===== config.mk =====
export PLATFORM = sky130hd
export DESIGN_NAME = poe_port_seq
export DESIGN_NICKNAME = d
export VERILOG_FILES = /design/src/rtl/poe_port_pkg.sv /design/src/rtl/poe_dwell_timer.sv /design/src/rtl/poe_retry_track.sv /design/src/rtl/poe_port_seq.sv
export SDC_FILE = /design/constraint.sdc
export NUM_CORES = 1
export LEC_CHECK = 0
export BUFFER_PORTS_ARGS = -buffer_cell sky130_fd_sc_hd__buf_2
export CAP_MARGIN = 30
export CORE_MARGIN = 5
export CORE_UTILIZATION = 55
export DETAILED_ROUTE_END_ITERATION = 16
export GPL_ROUTABILITY_DRIVEN = 1
export PLACE_DENSITY = 0.77
export SYNTH_ARGS = -nofsm -noshare
export SYNTH_HDL_FRONTEND = slang
export SYNTH_SLANG_ARGS = --single-unit

===== constraint.sdc =====
create_clock -name clk -period 4.8 [get_ports clk]
set_input_delay 0 -clock clk [delete_from_list [all_inputs] [get_ports clk]]
set_output_delay 0 -clock clk [all_outputs]
set_load 0.005 [all_outputs]

===== src/rtl/poe_port_pkg.sv =====
package poe_port_pkg;

  typedef enum logic [2:0] {
    ST_DETECT     = 3'd0,
    ST_CLASSIFY   = 3'd1,
    ST_PWR_ON     = 3'd2,
    ST_MAINTAIN   = 3'd3,
    ST_MONITOR    = 3'd4,
    ST_FAULT      = 3'd5,
    ST_LOCKOUT    = 3'd6,
    ST_BUDGET_OFF = 3'd7
  } port_state_e;

  typedef enum logic [2:0] {
    RSN_NONE        = 3'd0,
    RSN_OVERCURRENT = 3'd1,
    RSN_INRUSH      = 3'd2,
    RSN_THERMAL     = 3'd3,
    RSN_BUDGET      = 3'd4,
    RSN_SURGE       = 3'd5
  } port_reason_e;

  function automatic logic is_powered(port_state_e s);
    return (s == ST_PWR_ON) || (s == ST_MAINTAIN) || (s == ST_MONITOR);
  endfunction

endpackage


===== src/rtl/poe_dwell_timer.sv =====
// Counts cycles since the last restart, saturating at MAX_CNT.
module poe_dwell_timer #(
  parameter int MAX_CNT = 100,
  parameter int W       = $clog2(MAX_CNT + 1)
) (
  input  logic         clk,
  input  logic         rst_n,
  input  logic         restart,
  output logic [W-1:0] count
);
  localparam logic [W-1:0] SAT = W'(MAX_CNT);

  logic         cnt_en;
  logic [W-1:0] cnt_d;

  always_comb begin
    cnt_en = restart || (count != SAT);
    cnt_d  = restart ? '0 : count + 1'b1;
  end

  always_ff @(posedge clk or negedge rst_n) begin
    if (!rst_n)      count <= '0;
    else if (cnt_en) count <= cnt_d;
  end

  a_r3_timer_bound: assert property (@(posedge clk) disable iff (!rst_n)
    count <= SAT);

  a_r3_timer_restart: assert property (@(posedge clk) disable iff (!rst_n)
    restart |=> count == '0);
endmodule


===== src/rtl/poe_retry_track.sv =====
// Counts trips that use up a retry; signals when no retries remain.
module poe_retry_track #(
  parameter int MAX_RETRY = 3
) (
  input  logic clk,
  input  logic rst_n,
  input  logic trip_hit,
  input  logic clear,
  output logic exhausted
);
  localparam int RW = $clog2(MAX_RETRY + 1);
  localparam logic [RW-1:0] LIMIT = RW'(MAX_RETRY);

  logic [RW-1:0] cnt_q;
  logic [RW-1:0] cnt_d;
  logic          cnt_en;

  assign exhausted = (cnt_q == LIMIT);

  always_comb begin
    cnt_en = clear || (trip_hit && !exhausted);
    cnt_d  = clear ? '0 : cnt_q + 1'b1;
  end

  always_ff @(posedge clk or negedge rst_n) begin
    if (!rst_n)      cnt_q <= '0;
    else if (cnt_en) cnt_q <= cnt_d;
  end

  a_r7_count_bound: assert property (@(posedge clk) disable iff (!rst_n)
    cnt_q <= LIMIT);

  a_r8_count_cleared: assert property (@(posedge clk) disable iff (!rst_n)
    clear |=> cnt_q == '0);
endmodule


===== src/rtl/poe_port_seq.sv =====
module poe_port_seq
  import poe_port_pkg::*;
#(
  parameter int INRUSH_CYC   = 1000,
  parameter int SETTLE_CYC   = 200,
  parameter int COOL_CYC     = 50000,
  parameter int GOOD_RUN_CYC = 100000,
  parameter int MAX_RETRY    = 3,
  parameter int CLS_W        = 3,
  parameter int DERATE_LVL   = 2,
  parameter int SURGE_W      = 8
) (
  input  logic               clk,
  input  logic               rst_n,
  input  logic               det_valid,
  input  logic               det_good,
  input  logic               cls_valid,
  input  logic [CLS_W-1:0]   cls_level,
  input  logic               grant,
  input  logic               oc_trip,
  input  logic               inrush_fail,
  input  logic               ot_warn,
  input  logic               ot_crit,
  input  logic               surge_evt,
  input  logic               mgmt_clear,
  output logic               pwr_en,
  output logic [CLS_W-1:0]   pwr_limit,
  output logic [2:0]         state_code,
  output logic [2:0]         reason_code,
  output logic [2:0]         snap_state,
  output logic [SURGE_W-1:0] surge_count
);
  localparam int M1 = (INRUSH_CYC > SETTLE_CYC) ? INRUSH_CYC : SETTLE_CYC;
  localparam int M2 = (COOL_CYC > GOOD_RUN_CYC) ? COOL_CYC : GOOD_RUN_CYC;
  localparam int DW_MAX = (M1 > M2) ? M1 : M2;
  localparam int DW = $clog2(DW_MAX + 1);
  localparam logic [DW-1:0] INRUSH_LAST = DW'(INRUSH_CYC - 1);
  localparam logic [DW-1:0] SETTLE_LAST = DW'(SETTLE_CYC - 1);
  localparam logic [DW-1:0] COOL_LAST   = DW'(COOL_CYC - 1);
  localparam logic [DW-1:0] GOOD_LAST   = DW'(GOOD_RUN_CYC - 1);
  localparam logic [CLS_W-1:0] DERATE   = CLS_W'(DERATE_LVL);
  localparam logic [SURGE_W-1:0] SURGE_SAT = '1;

  port_state_e        state_q, state_d;
  port_reason_e       reason_q, cause;
  port_state_e        snap_q;
  logic [CLS_W-1:0]   class_q;
  logic [SURGE_W-1:0] surge_q;
  logic               therm_q, thermal_set;
  logic               counted, exhausted, good_run, retry_clear;
  logic               powered;
  logic [DW-1:0]      dwell;

  assign powered = is_powered(state_q);

  poe_dwell_timer #(.MAX_CNT(DW_MAX), .W(DW)) u_dwell (
    .clk     (clk),
    .rst_n   (rst_n),
    .restart (state_d != state_q),
    .count   (dwell)
  );

  assign good_run    = (state_q == ST_MONITOR) && (dwell == GOOD_LAST);
  assign retry_clear = good_run || ((state_q == ST_LOCKOUT) && mgmt_clear);

  poe_retry_track #(.MAX_RETRY(MAX_RETRY)) u_retry (
    .clk       (clk),
    .rst_n     (rst_n),
    .trip_hit  (counted),
    .clear     (retry_clear),
    .exhausted (exhausted)
  );

  // Next-state and cause selection
  always_comb begin
    state_d     = state_q;
    cause       = RSN_NONE;
    counted     = 1'b0;
    thermal_set = 1'b0;
    case (state_q)
      ST_DETECT:
        if (det_valid && det_good) state_d = ST_CLASSIFY;
      ST_CLASSIFY:
        if (cls_valid) begin
          if (grant) state_d = ST_PWR_ON;
          else begin
            state_d = ST_BUDGET_OFF;
            cause   = RSN_BUDGET;
          end
        end
      ST_PWR_ON, ST_MAINTAIN, ST_MONITOR: begin
        if (oc_trip) begin
          cause   = RSN_OVERCURRENT;
          counted = 1'b1;
        end else if ((state_q == ST_PWR_ON) && inrush_fail) begin
          cause   = RSN_INRUSH;
          counted = 1'b1;
        end else if (ot_crit) begin
          cause       = RSN_THERMAL;
          thermal_set = 1'b1;
          state_d     = ST_FAULT;
        end else if (!grant) begin
          cause   = RSN_BUDGET;
          state_d = ST_BUDGET_OFF;
        end else if ((state_q == ST_PWR_ON) && (dwell == INRUSH_LAST)) begin
          state_d = ST_MAINTAIN;
        end else if ((state_q == ST_MAINTAIN) && (dwell == SETTLE_LAST)) begin
          state_d = ST_MONITOR;
        end
        if (counted) state_d = exhausted ? ST_LOCKOUT : ST_FAULT;
      end
      ST_FAULT:
        if ((dwell >= COOL_LAST) && !(therm_q && ot_warn)) state_d = ST_DETECT;
      ST_LOCKOUT:
        if (mgmt_clear) state_d = ST_DETECT;
      ST_BUDGET_OFF:
        if (grant) state_d = ST_DETECT;
      default: state_d = ST_DETECT;
    endcase
  end

  // Register process with explicit enables
  always_ff @(posedge clk or negedge rst_n) begin
    if (!rst_n) begin
      state_q  <= ST_DETECT;
      reason_q <= RSN_NONE;
      snap_q   <= ST_DETECT;
      class_q  <= '0;
      surge_q  <= '0;
      therm_q  <= 1'b0;
    end else begin
      state_q <= state_d;
      if (cause != RSN_NONE) begin
        reason_q <= cause;
        snap_q   <= state_q;
      end else if (surge_evt) begin
        reason_q <= RSN_SURGE;
      end
      if ((state_q == ST_CLASSIFY) && cls_valid) class_q <= cls_level;
      if (surge_evt && (surge_q != SURGE_SAT)) surge_q <= surge_q + 1'b1;
      if ((state_d == ST_FAULT) && (state_q != ST_FAULT)) therm_q <= thermal_set;
    end
  end

  always_comb begin
    pwr_en      = powered;
    pwr_limit   = '0;
    if (powered) pwr_limit = (ot_warn && (class_q > DERATE)) ? DERATE : class_q;
    state_code  = state_q;
    reason_code = reason_q;
    snap_state  = snap_q;
    surge_count = surge_q;
  end

  a_r4_oc_trip_off: assert property (@(posedge clk) disable iff (!rst_n)
    (powered && oc_trip) |=> (!pwr_en && reason_q == RSN_OVERCURRENT &&
                              (state_q == ST_FAULT || state_q == ST_LOCKOUT)));

  a_r6_cooldown_hold: assert property (@(posedge clk) disable iff (!rst_n)
    (state_q == ST_FAULT && dwell < COOL_LAST) |=> state_q == ST_FAULT);

  a_r7_lockout_hold: assert property (@(posedge clk) disable iff (!rst_n)
    (state_q == ST_LOCKOUT && !mgmt_clear) |=> state_q == ST_LOCKOUT);

  a_r9_derate_cap: assert property (@(posedge clk) disable iff (!rst_n)
    (pwr_en && ot_warn) |-> pwr_limit <= DERATE);

  a_r10_thermal_hold: assert property (@(posedge clk) disable iff (!rst_n)
    (state_q == ST_FAULT && therm_q && ot_warn) |=> state_q == ST_FAULT);

  a_r11_budget_drop: assert property (@(posedge clk) disable iff (!rst_n)
    (powered && !grant && !oc_trip && !ot_crit &&
     !(state_q == ST_PWR_ON && inrush_fail)) |=> state_q == ST_BUDGET_OFF);

  a_r12_surge_count: assert property (@(posedge clk) disable iff (!rst_n)
    (surge_evt && surge_q != SURGE_SAT) |=> surge_q == $past(surge_q) + 1'b1);

  a_r12_surge_keeps_state: assert property (@(posedge clk) disable iff (!rst_n)
    (surge_evt && state_q == ST_MONITOR && grant && !oc_trip && !ot_crit &&
     dwell != GOOD_LAST) |=> state_q == ST_MONITOR);
endmodule


# Yosys cells after proc, flatten, opt, wreduce, memory -nomap -nowiden
# Cells that the tools add are included.
# Widths: inputs -> output; s select.
# word_totals
regBits	40
output_inout_bits	21
# op_classes
muxes	35
order_cmp	2
add_sub_neg	3
n_eq_ne	16
n_reduce_logical	24
# op_table
op	count
$mux 3	22
$pmux 3 s6	1
$add 17x1->17 const B	1
$eq 17x10->1 const B	1
$eq 17x17->1 const B	1
$eq 17x8->1 const B	1
$ge 17x16->1 const B	1
$mux 17	1
$ne 17x17->1 const B	1
$eq 3x3->1 const B	5
$logic_and 1x1->1	13
$add 8x1->8 const B	1
$mux 1	8
$ne 8x8->1 const B	1
$eq 3x2->1 const B	2
$pmux 3 s2	1
$logic_or 1x1->1	5
$mux 2	2
$eq 3x1->1 const B	1
$gt 3x2->1 const B	1
$logic_not 3->1	1
$ne 3x3->1	1
$ne 3x3->1 const B	1
$reduce_bool 3->1	1
5 further kinds	6

# Depth between registers and ports, before layout
# Gate-level depths: netlist of run 1.
# depth
ltp_word	12
mapped_depth	9
mapped_depth_nobuf	6

# Hierarchy
# A second synthesis of run 1 with hierarchy kept.
# unflattened
hier_cells	279
hier_area_um2	2597.5
# modules_own_cells
mod	instances	cells_per_inst	area_each_um2	seq_area_each_um2
poe_port_seq	1	167	1478.9	525.5
poe_dwell_timer	1	102	994.7	425.4
poe_retry_track	1	10	123.9	50.0

# Least setup slack after synthesis of run 1
# OpenSTA, ideal clock, no wires.
# synth_path
path_kind	flip-flop to flip-flop
from	register state_q[0] (netlist: state_code[0])
to	register u_dwell.count[0]
path_stages_with_launch	8
path_buffers	2
t_arrival_ps	2099
setup_slack_ps	2566
period_less_slack_ps	2234
setup_ps	136
path_cell_list	dfrtp_1 > buf_2 > or3b_4 > a2111oi_4 > a211oi_1 > a211oi_4 > buf_6 > nor4_1
# synth_between
elab_chain_len	12
# synth_rtl
item	line_no	source
from (decl)	poe_port_seq.sv:44	port_state_e state_q, state_d;
from (signal assigned)	poe_port_seq.sv:132	state_q <= state_d;
$eq 3x2->1	poe_port_seq.sv:80, poe_port_seq.sv:107	
$logic_and 1x1->1	poe_port_seq.sv:107	end else if ((state_q == ST_MAINTAIN) && (dwell == SETTLE_LAST)) begin
$mux 3	poe_port_seq.sv:107	
$mux 3	poe_port_seq.sv:105	end else if ((state_q == ST_PWR_ON) && (dwell == INRUSH_LAST)) begin
$mux 3	poe_port_seq.sv:102	end else if (!grant) begin
$mux 3	poe_port_seq.sv:98	end else if (ot_crit) begin
$mux 3	poe_port_seq.sv:95	end else if ((state_q == ST_PWR_ON) && inrush_fail) begin
$mux 3	poe_port_seq.sv:92	if (oc_trip) begin
$mux 3	poe_port_seq.sv:110	if (counted) state_d = exhausted ? ST_LOCKOUT : ST_FAULT;
$pmux 3 s6	poe_port_seq.sv:80	case (state_q)
$ne 3x3->1 *	poe_port_seq.sv:59	.restart (state_d != state_q),
$mux 17 / $logic_or 1x1->1 (equally long branches)	poe_dwell_timer.sv:18, poe_dwell_timer.sv:17	
to (signal assigned)	poe_dwell_timer.sv:23	else if (cnt_en) count <= cnt_d;
to (decl)	poe_dwell_timer.sv:9	output logic [W-1:0] count
# Every way passes the cells marked *; elsewhere a longest branch is shown, timed or not. The select of a mux whose other input is x is not followed.
# A chain may end at the register's enable or synchronous reset.

# Final worst setup path of run 1
# layout_path
from	register state_q[2] (netlist: state_code[2])
to	register u_dwell.count[5]
# Same word-level chain as after synthesis.

==> results of run 1 <==
## stage by stage
| step | utilization | cells | worst slack [ps] | power, mW | area [sq um] |
|---|---|---|---|---|---|
| 2_1_floorplan | - | 269 | 2570 | 0.993 | 2520 |
| 3_3_place_gp | 0.608 | 338 | 2090 | 1.15 | 2670 |
| 3_5_place_dp | 0.608 | 338 | 2000 | 1.17 | 2670 |
| 4_1_cts | 0.646 | 351 | 1980 | 1.47 | 2830 |
| 5_1_grt | 0.646 | 351 | 1720 | 1.57 | 2830 |
| 6_report | 0.646 | 351 | 1980 | 1.46 | 2830 |
## placed cells by master, fill, tap and decap left out, types with 9 or more instances in the layout
master,count
xnor2_1,12
nor2_1,18
nand4_1,11
a21oi_1,9
nor4_1,23
xor2_1,11
dfrtp_1,40
nand2_1,18
buf_2,35
nor3_1,9
inv_1,9
## registers in the layout, summed over array words and instances, names as in the netlist
name,count
u_retry.cnt_q,2
snap_state,3
reason_code,3
u_dwell.count,17
class_q,3
state_code,3
therm_q,1
surge_count,8
## routing by layer
metal | wire [microns] | part of all wire
met1 | 2680 | 0.42
met2 | 3190 | 0.50
met3 | 363 | 0.057
met4 | 143 | 0.022
met5 | 0 | 0
## worst max path at each step
stage,end,cells after the start,startpoint,slack [ps]
floorplan,u_dwell.count[0],7,state_code[0],2570
CTS,u_dwell.count[5],5,state_code[2],1980
global route,u_dwell.count[5],5,state_code[2],1720
finish,u_dwell.count[5],5,state_code[2],1980
detailed placement,u_dwell.count[5],5,state_code[2],2000
global placement,u_dwell.count[16],5,state_code[2],2090
## area by class of cell
cell class                      count  area [sq um]  area share
Multi-Input combinational cell    202          1390       0.491
Sequential cell                    40          1000       0.354
Timing Repair Buffer               40           225      0.0795
Clock buffer                        5          68.8      0.0243
Tap cell                           52          65.1      0.0230
Clock inverter                      3          46.3      0.0163
Inverter                            9          33.8      0.0119
## cells in the mapped netlist (all sizes together) (2+ instances only)
cell	n	area (sq um)
nand4b	3	26.3
dfrtp	40	1000
nor3b	4	30.0
nand3	8	40.0
nand4	11	68.8
and3	6	37.5
nand2b	2	12.5
nor4	23	144
nor2	18	67.6
and4	2	17.5
nor4b	3	26.3
nor2b	2	12.5
xnor2	12	105
a211o	2	17.5
a31oi	4	25.0
a22oi	2	15.0
ha	4	50.1
xor2	11	96.3
a21oi	9	45.0
nand2	18	67.6
o22ai	3	18.8
a211oi	6	57.6
inv	9	33.8
clkbuf	11	43.8
mux2i	3	30.0
buf	7	46.3
o21ai	8	40.0
mux2	6	67.6
nor3	9	45.0
## worst reg2reg max path: stages (launching register included)
cell       delay [ps]
dfrtp_1           710
or3b_4            480
a2111oi_4         450
a211oi_1          180
a211oi_4          670
nor4_1            170
## logic make-up after synthesis
family | count (synthesis) | synth area share
adder cells (fa/ha/maj) | 4 | 0.0199
AND/OR/NAND/NOR | 120 | 0.276
XOR/XNOR | 23 | 0.0801
flip-flops | 40 | 0.398
multiplexers | 9 | 0.0388
buffers and inverters | 27 | 0.0492
AO/OA/AOI/OAI | 46 | 0.138
## power groups by stage
stage	Sequential, mW	Combinational [mW]	Clock [mW]
5_1_grt	0.580	0.678	0.312
6_report	0.562	0.613	0.288
4_1_cts	0.560	0.613	0.292
3_5_place_dp	0.566	0.606	0
3_3_place_gp	0.558	0.588	0
2_1_floorplan	0.509	0.484	0
==> metrics.txt, run 1 <==
die width 77.6 microns; Setup Total Neg Slack 0 ps; first-pass GRT wire length about 11000 microns; final wirelength about 6400 microns; # IOs 36; final hold violation count 0; ant diodes 0; reg2reg path depth 5; flop2flop setup slack about 2000 ps; # hold bufs at CTS 5; GRT met2 Usage 0.354; Pint 852 uW; Die ar. 6030 sq um; ys async rst share 1.00; Pre-antenna DRT Iters 5; status completed; CP max-delay cell dfrtp_1; CTS tree done; Max Clk Rate 0.355 GHz; Max Transition Viols Final 0; row count 24; cts bufs inserted 5; Resize count post-CTS 0; Slew @ Worst Pin 900 ps; WHS 45.7 ps; Mapped Avg Cell Area between 9 and 10 sq um; setup repair bufs after CTS 0; drt drc 0; sequential share of power 0.384; via count about 2.3k; GP Congestion 0.871; Clock Skews approximately 8 ps; met1 usage 0.299; critical path peak fanout 21; grt ovf 0; cell count after synthesis 269; Synth Flop Type dfrtp_1; sw power slightly above 600 uW; vias in the first global route 2299; IR drop worst, VDD roughly 0.00032 V; Final ANT Viol Nets 0; Distinct cells, synth 56; combinational share of power 0.419; Tmin final 2820 ps; hold path startpoint oc_trip; reg2reg start state_code[2]; DP HPWL 4300 microns; total track usage 0.222; nets@finish around 320; Skew-Pair Late Insertion Delay 300 ps; Post-Syn Area approximately 2500 sq um; Filler cells about 370; Yosys reg bits 40; PortBufs 35; Slew HR 0.400; Lkg Pwr ~1.2 nW; initial DRC count 251; grt met3 use 0.0405; Hold Path Stages 2; Setup crit end kind flop; CP Class flop to flop; share of cells above drive strength 1 0.187; Startpoint Class flop; WP data required 4950 ps; Max Root-Sink Buffers 2; clock sinks 40; H-Tree Depth 2; Core ar. roughly 4400 sq um; Buf/Inv on CP 0; WHS Endpoint reason_code[1]; worst min path class primary input to flop; die span in y 77.6 microns; Avg Vias per Cell 6.54; crit-path cells or3b_4 -> a2111oi_4 -> a211oi_1 -> a211oi_4 -> nor4_1; max incr delay on CP roughly 710 ps; pin count of the biggest net entering global routing 41; clock network fraction of total power 0.197; clk slew on worst S/H paths 90 ps; Final period util 0.587; critical path data arrival time 2970 ps; antenna violations before repair 0; Final Setup Violations 0; syn_nets 288; RSZ-0062 raised after global routing no; routed length per instance 18.1 microns; P&R area growth vs syn 12.5%; max cap viols 0; Synth Warn # 0; Largest delay share family, worst path compound AO/OA/AOI/OAI gates; initial core utilization 0.574; Top Usage Layer GRT met2; sequential cell area fraction in the yosys report 0.398; clk root buf clkbuf_8; Power per Cell Area 517 nW/um^2; Net Sw Frac 0.418; FF-to-FF End u_dwell.count[5]; Post-synth EDFFs 0
Power figures use the tool's default switching activity.
==> inputs of run 2 (changes only) <==
- CORE_UTILIZATION: 55 -> 52
- PLACE_DENSITY: 0.77 -> 0.76
- clock period: 4.8 -> 2.55 ns (I/O delays scaled with it)
==> run 2 against run 1 <==
First-iteration DRC count decreased by 2.8%. Largest power group unchanged. Hold slack improved by 30 ps. Highest routed layer unchanged. Sequential cell count unchanged.
==> metrics.txt, run 2 (same netlist as run 1, synthesis figures left out) <==
status completed (unchanged); commonest non-fill, non-tap cell in the layout dfrtp_1 (unchanged); Slew HR 0.417 (was 0.400); DP HPWL 4190 microns (was 4300 microns); critical path data arrival time 2500 ps (was 2970 ps); clock sinks 40 (unchanged); Die ar. 6330 sq um (was 6030 sq um); CP max-delay cell dfrtp_1 (unchanged); row count 25 (was 24); ant diodes 0 (unchanged); Buf/Inv on CP 1 (was 0); Startpoint Class flop (unchanged); Core ar. 4720 sq um (was 4380 sq um); initial core utilization 0.533 (was 0.574); PortBufs 35 (unchanged); Final period util 0.912 (was 0.587); crit-path cells or3b_4 -> a2111oi_4 -> a211oi_1 -> a211oi_4 -> buf_4 -> nor4_1 (was or3b_4 -> a2111oi_4 -> a211oi_1 -> a211oi_4 -> nor4_1); first-pass GRT wire length 9960 microns (was 11100 microns); sw power 1.12 mW (was 612 uW); Slew @ Worst Pin 875 ps (was 900 ps); die span in y 79.6 microns (was 77.6 microns); Biggest register u_dwell.count (unchanged); initial DRC count 244 (was 251); IR drop worst, VDD 0.000406 V (was 0.000316 V); max reg flops 17 (unchanged); CP Class flop to flop (unchanged); routed length per instance 15.6 microns (was 18.1 microns); Largest delay share family, worst path compound AO/OA/AOI/OAI gates (unchanged); flop2flop setup slack 220 ps (was 1980 ps); die width 79.6 microns (was 77.6 microns); Hold Path Stages 2 (unchanged); Avg Vias per Cell 6.05 (was 6.54); WHS Endpoint reason_code[1] (unchanged); antenna violations before repair 0 (unchanged); Skew-Pair Late Insertion Delay 290 ps (was 300 ps); RSZ-0062 raised after global routing no (unchanged); most frequent cells in the layout dfrtp_1, buf_2, nor4_1 (unchanged); Max Clk Rate 0.430 GHz (was 0.355 GHz); H-Tree Depth 2 (unchanged); max incr delay on CP 500 ps (was 710 ps); Power per Cell Area 926 nW/um^2 (was 517 nW/um^2); Max Root-Sink Buffers 2 (unchanged); GP Congestion 0.898 (was 0.871); clock network fraction of total power 0.158 (was 0.197); via count 2264 (was 2295); combinational share of power 0.473 (was 0.419); Tmin final 2330 ps (was 2820 ps); Setup Total Neg Slack 0 ps (unchanged); Setup crit end kind flop (unchanged); WHS 75.2 ps (was 45.7 ps); clk root buf clkbuf_8 (unchanged); Max Transition Viols Final 0 (unchanged); Pint 1.56 mW (was 852 uW); Net Sw Frac 0.417 (was 0.418); grt ovf 0 (unchanged); share of cells above drive strength 1 0.212 (was 0.187); worst min path class primary input to flop (unchanged); hold path startpoint oc_trip (unchanged); setup repair bufs after CTS 0 (unchanged); final wirelength 5850 microns (was 6370 microns); pin count of the biggest net entering global routing 41 (unchanged); total track usage 0.194 (was 0.222); drt drc 0 (unchanged); Clock Skews 6.51 ps (was 8.01 ps); Pre-antenna DRT Iters 4 (was 5); # IOs 36 (unchanged); FF-to-FF End u_dwell.count[14] (was u_dwell.count[5]); Lkg Pwr 1.22 nW (was 1.20 nW); Filler cells 402 (was 374); vias in the first global route 2085 (was 2299); reg2reg start state_code[1] (was state_code[2]); reg2reg path depth 6 (was 5); cts bufs inserted 5 (unchanged); final hold violation count 0 (unchanged); WP data required 2720 ps (was 4950 ps); Final Setup Violations 0 (unchanged); total power 2.68 mW (was 1.46 mW); nets@finish 325 (was 317); critical path peak fanout 17 (was 21); max cap viols 0 (unchanged); Final ANT Viol Nets 0 (unchanged); clk slew on worst S/H paths 80 ps (was 90 ps); P&R area growth vs syn 14.8% (was 12.5%); sequential share of power 0.369 (was 0.384); CTS tree done (unchanged)
==> run 2: how the worst max path moves through the flow <==
stage | start | end | slack (ps) | depth (start not counted)
3_3_place_gp | state_code[1] | u_dwell.count[15] | 200 | 6
2_1_floorplan | state_code[0] | u_dwell.count[0] | 320 | 7
4_1_cts | state_code[2] | u_dwell.count[9] | 150 | 6
6_report | state_code[1] | u_dwell.count[14] | 220 | 6
3_5_place_dp | state_code[2] | u_dwell.count[14] | 160 | 6
5_1_grt | state_code[2] | u_dwell.count[13] | 40 | 6
==> run 2: repair_timing <==
item	4_1_cts	5_1_grt
endpoints found under the hold margin	44	0
hold buffers	5	0
resized for setup	0	1
setup endpoints to repair	0	3
==> run 2: metrics by stage <==
stage | util | cells | setup WS (ps) | cell area (sq um)
5_1_grt | 0.612 | 374 | 36.5 | 2890
4_1_cts | 0.611 | 374 | 148 | 2890
6_report | 0.612 | 374 | 224 | 2890
3_5_place_dp | 0.581 | 361 | 160 | 2750
2_1_floorplan | - | 269 | 316 | 2520
3_3_place_gp | 0.581 | 361 | 203 | 2750
==> run 2: area by class of cell <==
class	instances	area [sq um]	share of cell area
tap	67	83.8	0.0290
multi-input combinational	202	1390	0.482
timing repair buffer	48	285	0.0987
clock inverter	3	23.8	0.00823
clock buffer	5	68.8	0.0238
sequential	40	1000	0.346
inverter	9	33.8	0.0117
==> run 2: worst reg2reg max path, stage by stage (launching register included) <==
cell       delay, ps
dfrtp_1          500
or3b_4           460
a2111oi_4        480
a211oi_1         200
a211oi_4         230
buf_4            250
nor4_1            90
==> run 2: per-layer routing <==
metal,wire length [microns],track usage,vias up
met2,2730,0.307,77
met1,2680,0.270,1089
li1,-,-,1084
met5,0,0,-
met4,121,0.0601,0
met3,325,0.0350,14
==> run 2: power by group through the flow <==
stage | Sequential, mW | Combinational (mW) | Clock [mW]
3_3_place_gp | 0.987 | 1.24 | 0
6_report | 0.986 | 1.27 | 0.423
5_1_grt | 1.02 | 1.40 | 0.467
2_1_floorplan | 0.958 | 0.911 | 0
4_1_cts | 0.985 | 1.27 | 0.433
3_5_place_dp | 0.998 | 1.26 | 0
==> inputs of run 3 (changes only) <==
- ABC_AREA: unset -> 1
- CELL_PAD_IN_SITES_DETAIL_PLACEMENT: unset -> 1
- CELL_PAD_IN_SITES_GLOBAL_PLACEMENT: unset -> 2
- CORE_UTILIZATION: 52 -> 30
- PLACE_DENSITY: 0.76 -> unset
- PLACE_DENSITY_LB_ADDON: unset -> 0.1
==> run 3 against run 2 <==
Sequential power about the same. Total power grew 8.4%. Non-clock buffer count fell by 6. Synthesized cell count is 17% higher. Utilization fell by 25 points. Design area increased by 3.0%. Global-route usage fell by 5.0 points. Die area is 62% higher. Area after synthesis is 0.55% lower. Critical path type unchanged. Largest power group unchanged.
==> metrics.txt, run 3 <==
critical path peak fanout 17 (unchanged); Final ANT Viol Nets 0 (unchanged); Power per Cell Area 975 nW/um^2 (was 926 nW/um^2); Die ar. 10300 sq um (was 6330 sq um); grt ovf 0 (unchanged); Slew HR 0.650 (was 0.417); Core ar. 8180 sq um (was 4720 sq um); pin count of the biggest net entering global routing 26 (was 41); Area after DPL 2800 sq um (was 2750 sq um); Biggest register u_dwell.count (unchanged); Max Root-Sink Buffers 2 (unchanged); share of cells above drive strength 1 0.240 (was 0.212); row count 33 (was 25); CTS tree done (unchanged); initial core utilization 0.306 (was 0.533); flop2flop setup slack 310 ps (was 220 ps); Clock Skews 8.55 ps (was 6.51 ps); main area contributors after synthesis dfrtp_1, nand2_1, nor2_1 (was dfrtp_1, nor4_1, xnor2_1); leading area contributor after synthesis dfrtp_1 (unchanged); first-pass GRT wire length 11800 microns (was 9960 microns); clock sinks 40 (unchanged); max cap viols 0 (unchanged); critical path data arrival time 2430 ps (was 2500 ps); Setup Total Neg Slack 0 ps (unchanged); worst min path class primary input to flop (unchanged); drt drc 0 (unchanged); Synth Warn # 0 (unchanged); vias in the first global route 2339 (was 2085); status completed (unchanged); crit-path cells inv_2 -> nor3_1 -> nand3_1 -> nor2_1 -> nor2_1 -> nand2_1 -> a21oi_2 -> nand2_1 -> nand3_2 -> nand4_4 -> buf_12 -> nor2_1 (was or3b_4 -> a2111oi_4 -> a211oi_1 -> a211oi_4 -> buf_4 -> nor4_1); most used cell, CP nor2_1; # IOs 36 (unchanged); Synth top cells by count nand2_1, dfrtp_1, nor2_1 (was dfrtp_1, nor4_1, nand2_1, nor2_1, xnor2_1); Post-Syn Area 2500 sq um (was 2520 sq um); Setup crit end kind flop (unchanged); Startpoint Class flop (unchanged); initial DRC count 48 (was 244); CP Class flop to flop (unchanged); clk slew on worst S/H paths 90 ps (was 80 ps); P&R area growth vs syn 18.9% (was 14.8%); WP data required 2740 ps (was 2720 ps); max reg flops 17 (unchanged); Yosys reg bits 40 (unchanged); final hold violation count 0 (unchanged); ant diodes 0 (unchanged); Final Setup Violations 0 (unchanged); Final period util 0.878 (was 0.912); RSZ-0062 raised after global routing no (unchanged); most frequent cells in the layout nand2_1, dfrtp_1, nor2_1 (was dfrtp_1, buf_2, nor4_1); Resize count post-CTS 0 (unchanged); syn_nets 335 (was 288); top-count cell post-synth nand2_1 (was dfrtp_1); Distinct cells, synth 32 (was 56); CP max-delay cell dfrtp_1 (unchanged); H-Tree Depth 2 (unchanged); Max Clk Rate 0.447 GHz (was 0.430 GHz); top cell type's share of synthesized area 0.400 (was 0.398); WHS 36.4 ps (was 75.2 ps); die span in y 101 microns (was 79.6 microns); design area 2980 sq um (was 2890 sq um); nets@finish 381 (was 325); Tmin final 2240 ps (was 2330 ps); cts bufs inserted 5 (unchanged); Lkg Pwr 1.38 nW (was 1.22 nW); cell count after synthesis 316 (was 269); total track usage 0.144 (was 0.194); via count 2155 (was 2264); IR drop worst, VDD 0.000502 V (was 0.000406 V); commonest non-fill, non-tap cell in the layout nand2_1 (was dfrtp_1); Pre-antenna DRT Iters 4 (unchanged); Synth Flop Type dfrtp_1 (unchanged); final wirelength 6770 microns (was 5850 microns); Skew-Pair Late Insertion Delay 300 ps (was 290 ps); Mapped Avg Cell Area 7.92 sq um (was 9.35 sq um); PortBufs 35 (unchanged); Max Transition Viols Final 0 (unchanged); die width 101 microns (was 79.6 microns); max incr delay on CP 680 ps (was 500 ps); routed length per instance 14.5 microns (was 15.6 microns); antenna violations before repair 0 (unchanged); sequential cell area fraction in the yosys report 0.400 (was 0.398); Avg Vias per Cell 4.60 (was 6.05); DP HPWL 5330 microns (was 4190 microns); Post-synth EDFFs 0 (unchanged); clk root buf clkbuf_8 (unchanged); GP Congestion 0.848 (was 0.898); ys async rst share 1.00 (unchanged); Slew @ Worst Pin 525 ps (was 875 ps)
## run 3: cell types whose count changed after synthesis, moves of 9 or more
cell / delta
nand2_1: +61
inv_1: +22
nor2_1: +21
nor4_1: -21
nor2_4: +11
clkbuf_1: -9
nand3_1: +9
xnor2_1: -9
## run 3: power breakdown
| group | internal [mW] | leakage [nW] | switching, mW |
|---|---|---|---|
| sequential | 0.811 | 0.513 | 0.195 |
| combinational | 0.499 | 0.812 | 0.840 |
| clock | 0.295 | 0.0548 | 0.261 |
| total | 1.61 | 1.38 | 1.30 |
## run 3: timing repair
item | CTS | global route
setup endpoints to repair | 0 | 17
buffers inserted | 0 | 1
hold buffers | 4 | 0
endpoints found under the hold margin | 43 | 0
## run 3: cells by family after synthesis
| kind of cell | share of synthesized area |
|---|---|
| AND/OR/NAND/NOR | 0.375 |
| buffers and inverters | 0.0735 |
| flip-flops | 0.400 |
| AO/OA/AOI/OAI | 0.0645 |
| XOR/XNOR | 0.0665 |
| adder cells (fa/ha/maj) | 0.0200 |
## run 3: path summary, 6_finish.rpt
kind,from,end,cells after the start
setup / recovery,state_code[1],u_dwell.count[9],12
hold / removal,cls_valid,class_q[0],4
setup reg to reg,state_code[1],u_dwell.count[9],12
hold reg to reg,reason_code[2],reason_code[2],2
max in group asynchronous,rst_n,surge_count[1],3
min in group asynchronous,rst_n,u_dwell.count[3],2
## run 3: cell type report
type	instances	area (sq um)
Fill cell	1021	5200
Timing Repair Buffer	42	263
Inverter	39	149
Clock buffer	5	68.8
Tap cell	105	131
Multi-Input combinational cell	234	1320
Clock inverter	3	46.3
Sequential cell	40	1000
## run 3: per-layer routing
layer | track usage | wire, microns
met1 | 0.198 | 3290
met2 | 0.234 | 3180
met3 | 0.0255 | 228
met4 | 0.0368 | 73
met5 | 0 | 0
## run 3: worst max-delay path: cells and delay by family, from the launching register on
kind	cells	cell delay [ps]
buffers and inverters	2	350
AOI/OAI and AO/OA	1	80
DFF	1	680
and+or+nand+nor	9	1000
## run 3: stage by stage
| stage | power [mW] | std cells | util | setup slack [ps] |
|---|---|---|---|---|
| after floorplan | 1.95 | 316 | - | 738 |
| after global placement | 2.30 | 454 | 0.340 | 146 |
| after detailed placement | 2.31 | 455 | 0.343 | 113 |
| after CTS | 2.89 | 467 | 0.362 | 108 |
| after global routing | 3.15 | 468 | 0.364 | 120 |
| final | 2.90 | 468 | 0.364 | 312 |
